==> src/rtl/sh_refresh_pkg.sv <==
// Shared definitions for the sample-and-hold refresh sequencer.
// Assumes one refresh step per clock cycle.
package sh_refresh_pkg;

    // Sequence step currently presented on the output ports
    typedef enum logic [2:0] {
        ST_IDLE   = 3'd0,
        ST_MUTE   = 3'd1,
        ST_SETUP  = 3'd2,
        ST_LOAD   = 3'd3,
        ST_UNMUTE = 3'd4
    } step_t;

endpackage

==> src/rtl/sh_code_bank.sv <==
// Holds one target code per channel, written by the host.
// The read port is combinational. It forces the square-amplitude channel
// to code 0 while square-wave output is deselected.
// Assumes writes and reads are in the same clock domain.
module sh_code_bank #(
    parameter int NCH    = 4,
    parameter int CODE_W = 12,
    parameter int SQ_CH  = 1,
    localparam int CH_W  = $clog2(NCH)
) (
    input  logic              clk,
    input  logic              rst_n,
    input  logic              wr_en,
    input  logic [CH_W-1:0]   wr_chan,
    input  logic [CODE_W-1:0] wr_data,
    input  logic [CH_W-1:0]   rd_chan,
    input  logic              square_sel,
    output logic [CODE_W-1:0] rd_code
);

    logic [CODE_W-1:0] codes [NCH];

    for (genvar i = 0; i < NCH; i++) begin : g_reg
        // Store the host's code for channel i
        always_ff @(posedge clk) begin
            if (!rst_n)
                codes[i] <= '0;
            else if (wr_en && wr_chan == CH_W'(i))
                codes[i] <= wr_data;
        end
    end

    // Select the pointed channel, applying the square-wave override
    always_comb begin
        if (rd_chan == CH_W'(SQ_CH) && !square_sel)
            rd_code = '0;
        else
            rd_code = codes[rd_chan];
    end

endmodule

==> src/rtl/sh_step_fsm.sv <==
// Runs the four-step refresh of one channel per accepted tick:
// mute the multiplexer, set address and low nibble, load the DAC high part,
// then unmute. The code is captured on the start edge and the channel
// pointer advances after the final step.
// Assumes tick is a single-cycle pulse; ticks while busy are dropped.
module sh_step_fsm
    import sh_refresh_pkg::*;
#(
    parameter int NCH    = 4,
    parameter int CODE_W = 12,
    parameter int LO_W   = 4,
    parameter int ADDR_W = 3,
    localparam int CH_W  = $clog2(NCH),
    localparam int HI_W  = CODE_W - LO_W,
    localparam int LAT_W = 1 + ADDR_W + LO_W
) (
    input  logic              clk,
    input  logic              rst_n,
    input  logic              tick,
    input  logic [CODE_W-1:0] rd_code,
    output logic [CH_W-1:0]   chan_ptr,
    output logic [LAT_W-1:0]  latch_bus,
    output logic              latch_wr,
    output logic [HI_W-1:0]   dac_data,
    output logic              dac_stb,
    output logic              busy
);

    step_t             state;
    logic [CODE_W-1:0] snap;
    logic [ADDR_W-1:0] addr;

    assign addr = ADDR_W'(chan_ptr);
    assign busy = (state != ST_IDLE);

    // Step through the sequence and drive the latch and DAC ports
    always_ff @(posedge clk) begin
        if (!rst_n) begin
            state     <= ST_IDLE;
            chan_ptr  <= '0;
            snap      <= '0;
            latch_bus <= {1'b1, {(LAT_W-1){1'b0}}};
            latch_wr  <= 1'b0;
            dac_data  <= '0;
            dac_stb   <= 1'b0;
        end else begin
            latch_wr <= 1'b0;
            dac_stb  <= 1'b0;
            unique case (state)
                ST_IDLE: begin
                    if (tick) begin
                        snap      <= rd_code;
                        latch_bus <= {1'b1, {(LAT_W-1){1'b0}}};
                        latch_wr  <= 1'b1;
                        state     <= ST_MUTE;
                    end
                end
                ST_MUTE: begin
                    latch_bus <= {1'b1, addr, snap[LO_W-1:0]};
                    latch_wr  <= 1'b1;
                    state     <= ST_SETUP;
                end
                ST_SETUP: begin
                    dac_data <= snap[CODE_W-1:LO_W];
                    dac_stb  <= 1'b1;
                    state    <= ST_LOAD;
                end
                ST_LOAD: begin
                    latch_bus <= {1'b0, addr, snap[LO_W-1:0]};
                    latch_wr  <= 1'b1;
                    state     <= ST_UNMUTE;
                end
                ST_UNMUTE: begin
                    chan_ptr <= (chan_ptr == CH_W'(NCH-1)) ? '0 : chan_ptr + 1'b1;
                    state    <= ST_IDLE;
                end
                default: state <= ST_IDLE;
            endcase
        end
    end

endmodule

==> src/rtl/sh_refresh_seq.sv <==
// Top of the sample-and-hold refresh sequencer: a per-channel code bank
// feeding a step sequencer that drives one shared DAC and multiplexer latch.
// Assumes a synchronous active-low reset and a single clock.
module sh_refresh_seq #(
    parameter int NCH    = 4,
    parameter int CODE_W = 12,
    parameter int LO_W   = 4,
    parameter int ADDR_W = 3,
    parameter int SQ_CH  = 1,
    localparam int CH_W  = $clog2(NCH),
    localparam int HI_W  = CODE_W - LO_W,
    localparam int LAT_W = 1 + ADDR_W + LO_W
) (
    input  logic              clk,
    input  logic              rst_n,
    input  logic              tick,
    input  logic              square_sel,
    input  logic              wr_en,
    input  logic [CH_W-1:0]   wr_chan,
    input  logic [CODE_W-1:0] wr_data,
    output logic [LAT_W-1:0]  latch_bus,
    output logic              latch_wr,
    output logic [HI_W-1:0]   dac_data,
    output logic              dac_stb,
    output logic              busy
);

    logic [CH_W-1:0]   chan_ptr;
    logic [CODE_W-1:0] rd_code;

    sh_code_bank #(.NCH(NCH), .CODE_W(CODE_W), .SQ_CH(SQ_CH)) u_bank (
        .clk        (clk),
        .rst_n      (rst_n),
        .wr_en      (wr_en),
        .wr_chan    (wr_chan),
        .wr_data    (wr_data),
        .rd_chan    (chan_ptr),
        .square_sel (square_sel),
        .rd_code    (rd_code)
    );

    sh_step_fsm #(.NCH(NCH), .CODE_W(CODE_W), .LO_W(LO_W), .ADDR_W(ADDR_W)) u_fsm (
        .clk       (clk),
        .rst_n     (rst_n),
        .tick      (tick),
        .rd_code   (rd_code),
        .chan_ptr  (chan_ptr),
        .latch_bus (latch_bus),
        .latch_wr  (latch_wr),
        .dac_data  (dac_data),
        .dac_stb   (dac_stb),
        .busy      (busy)
    );

endmodule

==> config.mk <==
export PLATFORM = sky130hd
export DESIGN_NAME = sh_refresh_seq
export DESIGN_NICKNAME = d
export VERILOG_FILES = /design/src/rtl/sh_refresh_pkg.sv /design/src/rtl/sh_code_bank.sv /design/src/rtl/sh_step_fsm.sv /design/src/rtl/sh_refresh_seq.sv
export SDC_FILE = /design/constraint.sdc
export NUM_CORES = 1
export LEC_CHECK = 0
export BUFFER_PORTS_ARGS = -buffer_cell sky130_fd_sc_hd__buf_4
export CAP_MARGIN = 20
export CELL_PAD_IN_SITES_DETAIL_PLACEMENT = 0
export CELL_PAD_IN_SITES_GLOBAL_PLACEMENT = 2
export CORE_MARGIN = 2
export CORE_UTILIZATION = 36
export DETAILED_ROUTE_END_ITERATION = 8
export HOLD_SLACK_MARGIN = 0.1
export PLACE_DENSITY_LB_ADDON = 0.1
export SETUP_SLACK_MARGIN = 0.3
export SYNTH_ARGS = -nofsm -noshare
export SYNTH_HDL_FRONTEND = slang
export SYNTH_HIERARCHICAL = 1
export SYNTH_SLANG_ARGS = --single-unit
==> constraint.sdc <==
create_clock -name clk -period 1.75 [get_ports clk]
set_clock_uncertainty 0.15 [all_clocks]
set_input_delay 0.35 -clock clk [delete_from_list [all_inputs] [get_ports clk]]
set_output_delay 0.35 -clock clk [all_outputs]
set_load 0.01 [all_outputs]
# Word level (Yosys, flattened, before mapping)
# Memories as Yosys holds them, arrays and structs flattened. A register that Yosys moved wholly into a read port is not among the register bits.
# Index checks and enable logic that the tools add are counted.
# word_totals
register_bits	35
ram_bits	48
input_bits	19
output_inout_bits	19
elab_cells	64
n_memories	1
# classes
n_addsub	1
eq_ne	10
muxes	28
bitwise_logic	4
reduce_logical	13
# mem_list
name	words	width	rd	rd_clocked_by_memory_dff	write_ports	line	source
u_bank.codes	4	12	1	1	4	sh_code_bank.sv:21	logic [CODE_W-1:0] codes [NCH];
# ops
cell	n
$mux 12	5
$pmux 8 s3	1
$mux 1	15
$pmux 3 s4	1
$mux 8	1
$eq 2x2->1 const B	3
$eq 3x2->1 const B	2
$mux 2	3
$reduce_bool 3->1	2
$logic_and 1x1->1	5
$eq 2x1->1 const B	2
$or 1x1->1	4
$reduce_and 2->1	2
$eq 3x1->1 const B	1
$eq 3x3->1 const B	1
$logic_not 3->1	1
$mux 3	1
$add 2x1->2 const B	1
$logic_not 2->1	1
$ne 2x2->1 const B	1
$pmux 1 s2	1
$reduce_or 2->1	1
$logic_not 1->1	1

# Longest topological paths before layout
# depth
word_depth	6
mapped_depth	6
ltp_nobuf	4

# Cells and area by module
# The synthesis kept the hierarchy.
# modules_own_cells
module	n_inst	cells_per_inst	area_each_um2	seq_area_each_um2
sh_code_bank	1	141	2245.9	1441.4
sh_step_fsm	1	141	1373.8	680.7

# Worst setup path after synthesis
# OpenSTA, ideal clock, no wires.
# synth_path
path_type	input-to-reg
from	in wr_chan[0]
to	mem u_bank.codes[0][0] (enable)
setup_ps	398
arrival_time_ps	1388
required_time_ps	1202
path_slack_ps	-185
cell_stages	2
n_path_buf	0
path_cell_list	nand2b_1 o21ai_0
# synth_lines
element	line	source
from (decl)	sh_refresh_seq.sv:19	input logic [CH_W-1:0] wr_chan,
to (decl)	sh_code_bank.sv:21	

# Final worst setup path
# layout_path
from	reg u_fsm.state[1]
to	out busy
# layout_via
elab_chain_cells	1
# layout_lines
element	line	source
from (decl)	sh_step_fsm.sv:29	step_t state;
from (signal assigned)	sh_step_fsm.sv:39	state <= ST_IDLE;
from (signal assigned)	sh_step_fsm.sv:55	state <= ST_MUTE;
from (signal assigned)	sh_step_fsm.sv:61	state <= ST_SETUP;
$reduce_bool 3->1	sh_step_fsm.sv:34	assign busy = (state != ST_IDLE);
to (decl)	sh_refresh_seq.sv:25	output logic busy
# No other way between the ends.

==> impl_metrics.ini <==
[status]
status = finished, final reports clean

[power]
leakagePower_nw = 1.76
p_comb_share_pct = 10.9
p_int_mw = 3.44
cellPowerDensity_mw_per_mm2 = 970
pwr-share-clk_pct = 39.4
seq_power_share_pct = 49.7
p_switching_uw = 996
swShare_pct = 22.5
ir_worst_vdd_v = 0.000478

[routing]
dr.pass1.iters = 4
drc = 0
routed_wl_um = 7600
viasPerCell = 4.56
vias = 2159
routedWlPerCell_um = 16.1
drtIter0Drc = 116
drtAntennaViolNets = 0

[worst_setup_path]
cp_top_family = simple AND/OR/NAND/NOR gates
cp.arrival_ps = 1220
path_class = reg -> out
crit_path_start_kind = flip-flop
crit_path_max_fanout = 2
cp-end-kind = output pin
slowest_delay_ps = 380
critPathBufInv = 1
cp_slowest_cell = or3_4
crit_chain = or3_4 -> buf_6
cp.required_ps = 1250

[logic_synthesis]
async_flop_share_pct = 0
synth_enable_flop_cells = 48
synth_seq_area_share_pct = 58.6
syn_avg_cell_area_um2 = 12.8
syn_area_mm2 = 0.00362
ys.flop_type = edfxtp_1
yosysWarnings = 6
synth_nets = 302
ys_ff_latch = 82
synthCells = 282
synth.distinct_cells = 38

[cts]
path_clk_slew_ps = 90
h-tree-depth = 3
clk_path_buf_depth = 2
numCtsBuffers = 9
clock_latency_ps = 360
cts_root_buf = clkbuf_8
clock_sinks = 82
cts_tree = yes

[final_layout]
area_delta_synth_final_pct = 26.3
nets = 355
layoutNonFillerInstCount = 473
final_cell_mix = 58 x and2_1, 50 x buf_4, 48 x edfxtp_1
fillers = 889
final_common_cell = and2_1
post-route-cell-area_mm2 = 0.00457
n_antenna_cell = 0
drive_gt1_share_pct = 29.1

[placement]
placed_area_mm2 = 0.00412
port_buffers = 36
dp_slack_ps = 89.0
place_congestion = 0.678
place_hpwl_um = 4660
dp_cells = 445

[sta]
setup_viol = 0
holdWs_ps = 113
slew_violations = 0
layout_setup_ws_ps = 26.0
period_minus_slack_ps = 1720
fmax_mhz = 580
finalHoldViolCount = 0
period_share_pct = 98.5
rsz0062_at_grt = yes

[grt]
grt_pass1_wl_um = 12100
gr-total-overflow = 0
groute.usage.overall_pct = 15.0
grt_antenna_before_repair = 0
grt_max_degree = 53
grt_pass1_vias = 2182

[floorplanning]
dieArea_mm2 = 0.0109
start_util_pct = 37.0
core-area_mm2 = 0.00977
die_x_um = 104
rows = 36
ioPinCount = 38
die_h_um = 104

[job]
max-cap-violations = 0

[hold_path]
hold_path.class = in -> reg
-- logic make-up after synthesis --
kind of cell	Yosys count	synth area share, %
compound gates	14	2.70
xor+xnor	1	0.242
fa+ha+maj	1	0.346
buf+inv	22	3.73
flops	82	58.6
mux	34	13.7
other cells	1	0.104
simple gates	127	20.6
-- per-layer routing --
metal  vias up  wire length [um]  part of all wire (%)  global-route usage (%)
li1       1106                 -                     -                       -
met1       997              3630                    48                    20.0
met2        46              3560                    47                    23.6
met3        10               278                   3.7                    3.45
met4         0               125                   1.6                    6.08
met5         -                 0                     0                       0
-- power groups by stage --
stage,combinational [mW],sequential [mW],clock [mW]
6_report,0.484,2.20,1.75
5_1_grt,0.528,2.22,1.85
4_1_cts,0.487,2.20,1.77
3_5_place_dp,0.400,2.26,0
3_3_place_gp,0.399,2.26,0
2_1_floorplan,0.243,2.24,0
-- final timing paths --
path | slack, ps | start | cells after the start | end
max | 30 | u_fsm/state[1] | 2 | busy
min | 110 | tick | 3 | u_fsm/state[0]
max reg2reg | 240 | u_fsm/state[0] | 5 | u_fsm/snap[3]
min reg2reg | 310 | u_fsm/dac_data[5] | 2 | u_fsm/dac_data[5]
-- registers in the layout (all words and copies together), names as in the netlist --
name	flops
u_fsm/latch_wr	1
u_fsm/snap	12
u_fsm/latch_bus	7
u_fsm/dac_data	8
u_fsm/chan_ptr	2
u_fsm/dac_stb	1
u_fsm/state	3
u_bank/codes	48
-- timing repair --
| action | 4_1_cts | 5_1_grt |
|---|---|---|
| gates cloned | 2 | 0 |
| hold buffers | 0 | 0 |
| endpoints found under the setup margin | 24 | 30 |
| gates resized for setup | 13 | 6 |
| setup buffers | 10 | 0 |
| pin swaps | 1 | 0 |
-- metrics by stage --
step	total power [mW]	util [%]	TNS (ps)
6_report	4.44	46.8	0
5_1_grt	4.59	46.8	-7.89
4_1_cts	4.46	46.6	0
3_5_place_dp	2.66	42.1	0
3_3_place_gp	2.66	42.1	0
2_1_floorplan	2.49	-	0
-- worst min-delay path, delay by kind of cell --
family | cells | cell delay (ps)
buf+inv | 1 | 120
simple gates | 2 | 130
-- synth_stat cells, types with 2 or more instances --
library cell	instances	share of area [%]
nand2_1	42	4.4
and2_0	2	0.35
nand4b_1	6	1.5
o21ai_0	4	0.55
edfxtp_1	48	40
o31ai_1	6	1.2
and4b_1	3	0.83
buf_6	4	1.2
buf_2	2	0.28
and2_1	58	10
mux4_2	7	4.4
nand2b_1	3	0.52
nor3b_1	2	0.41
clkbuf_1	12	1.2
dfxtp_1	34	19
mux4_1	4	2.9
mux2i_1	22	6.1
inv_1	2	0.21
nor2_1	2	0.21
-- area by class of cell --
class	instances	area (um2)	area share, %
clock inverters	4	77.6	1.70
repair buffers	62	603	13.2
clock buffers	12	188	4.11
inverters	2	7.51	0.164
flip-flops and latches	82	2140	46.8
multi-input cells	178	1390	30.4
well taps	133	166	3.64
(Power assumes the default switching activity.)
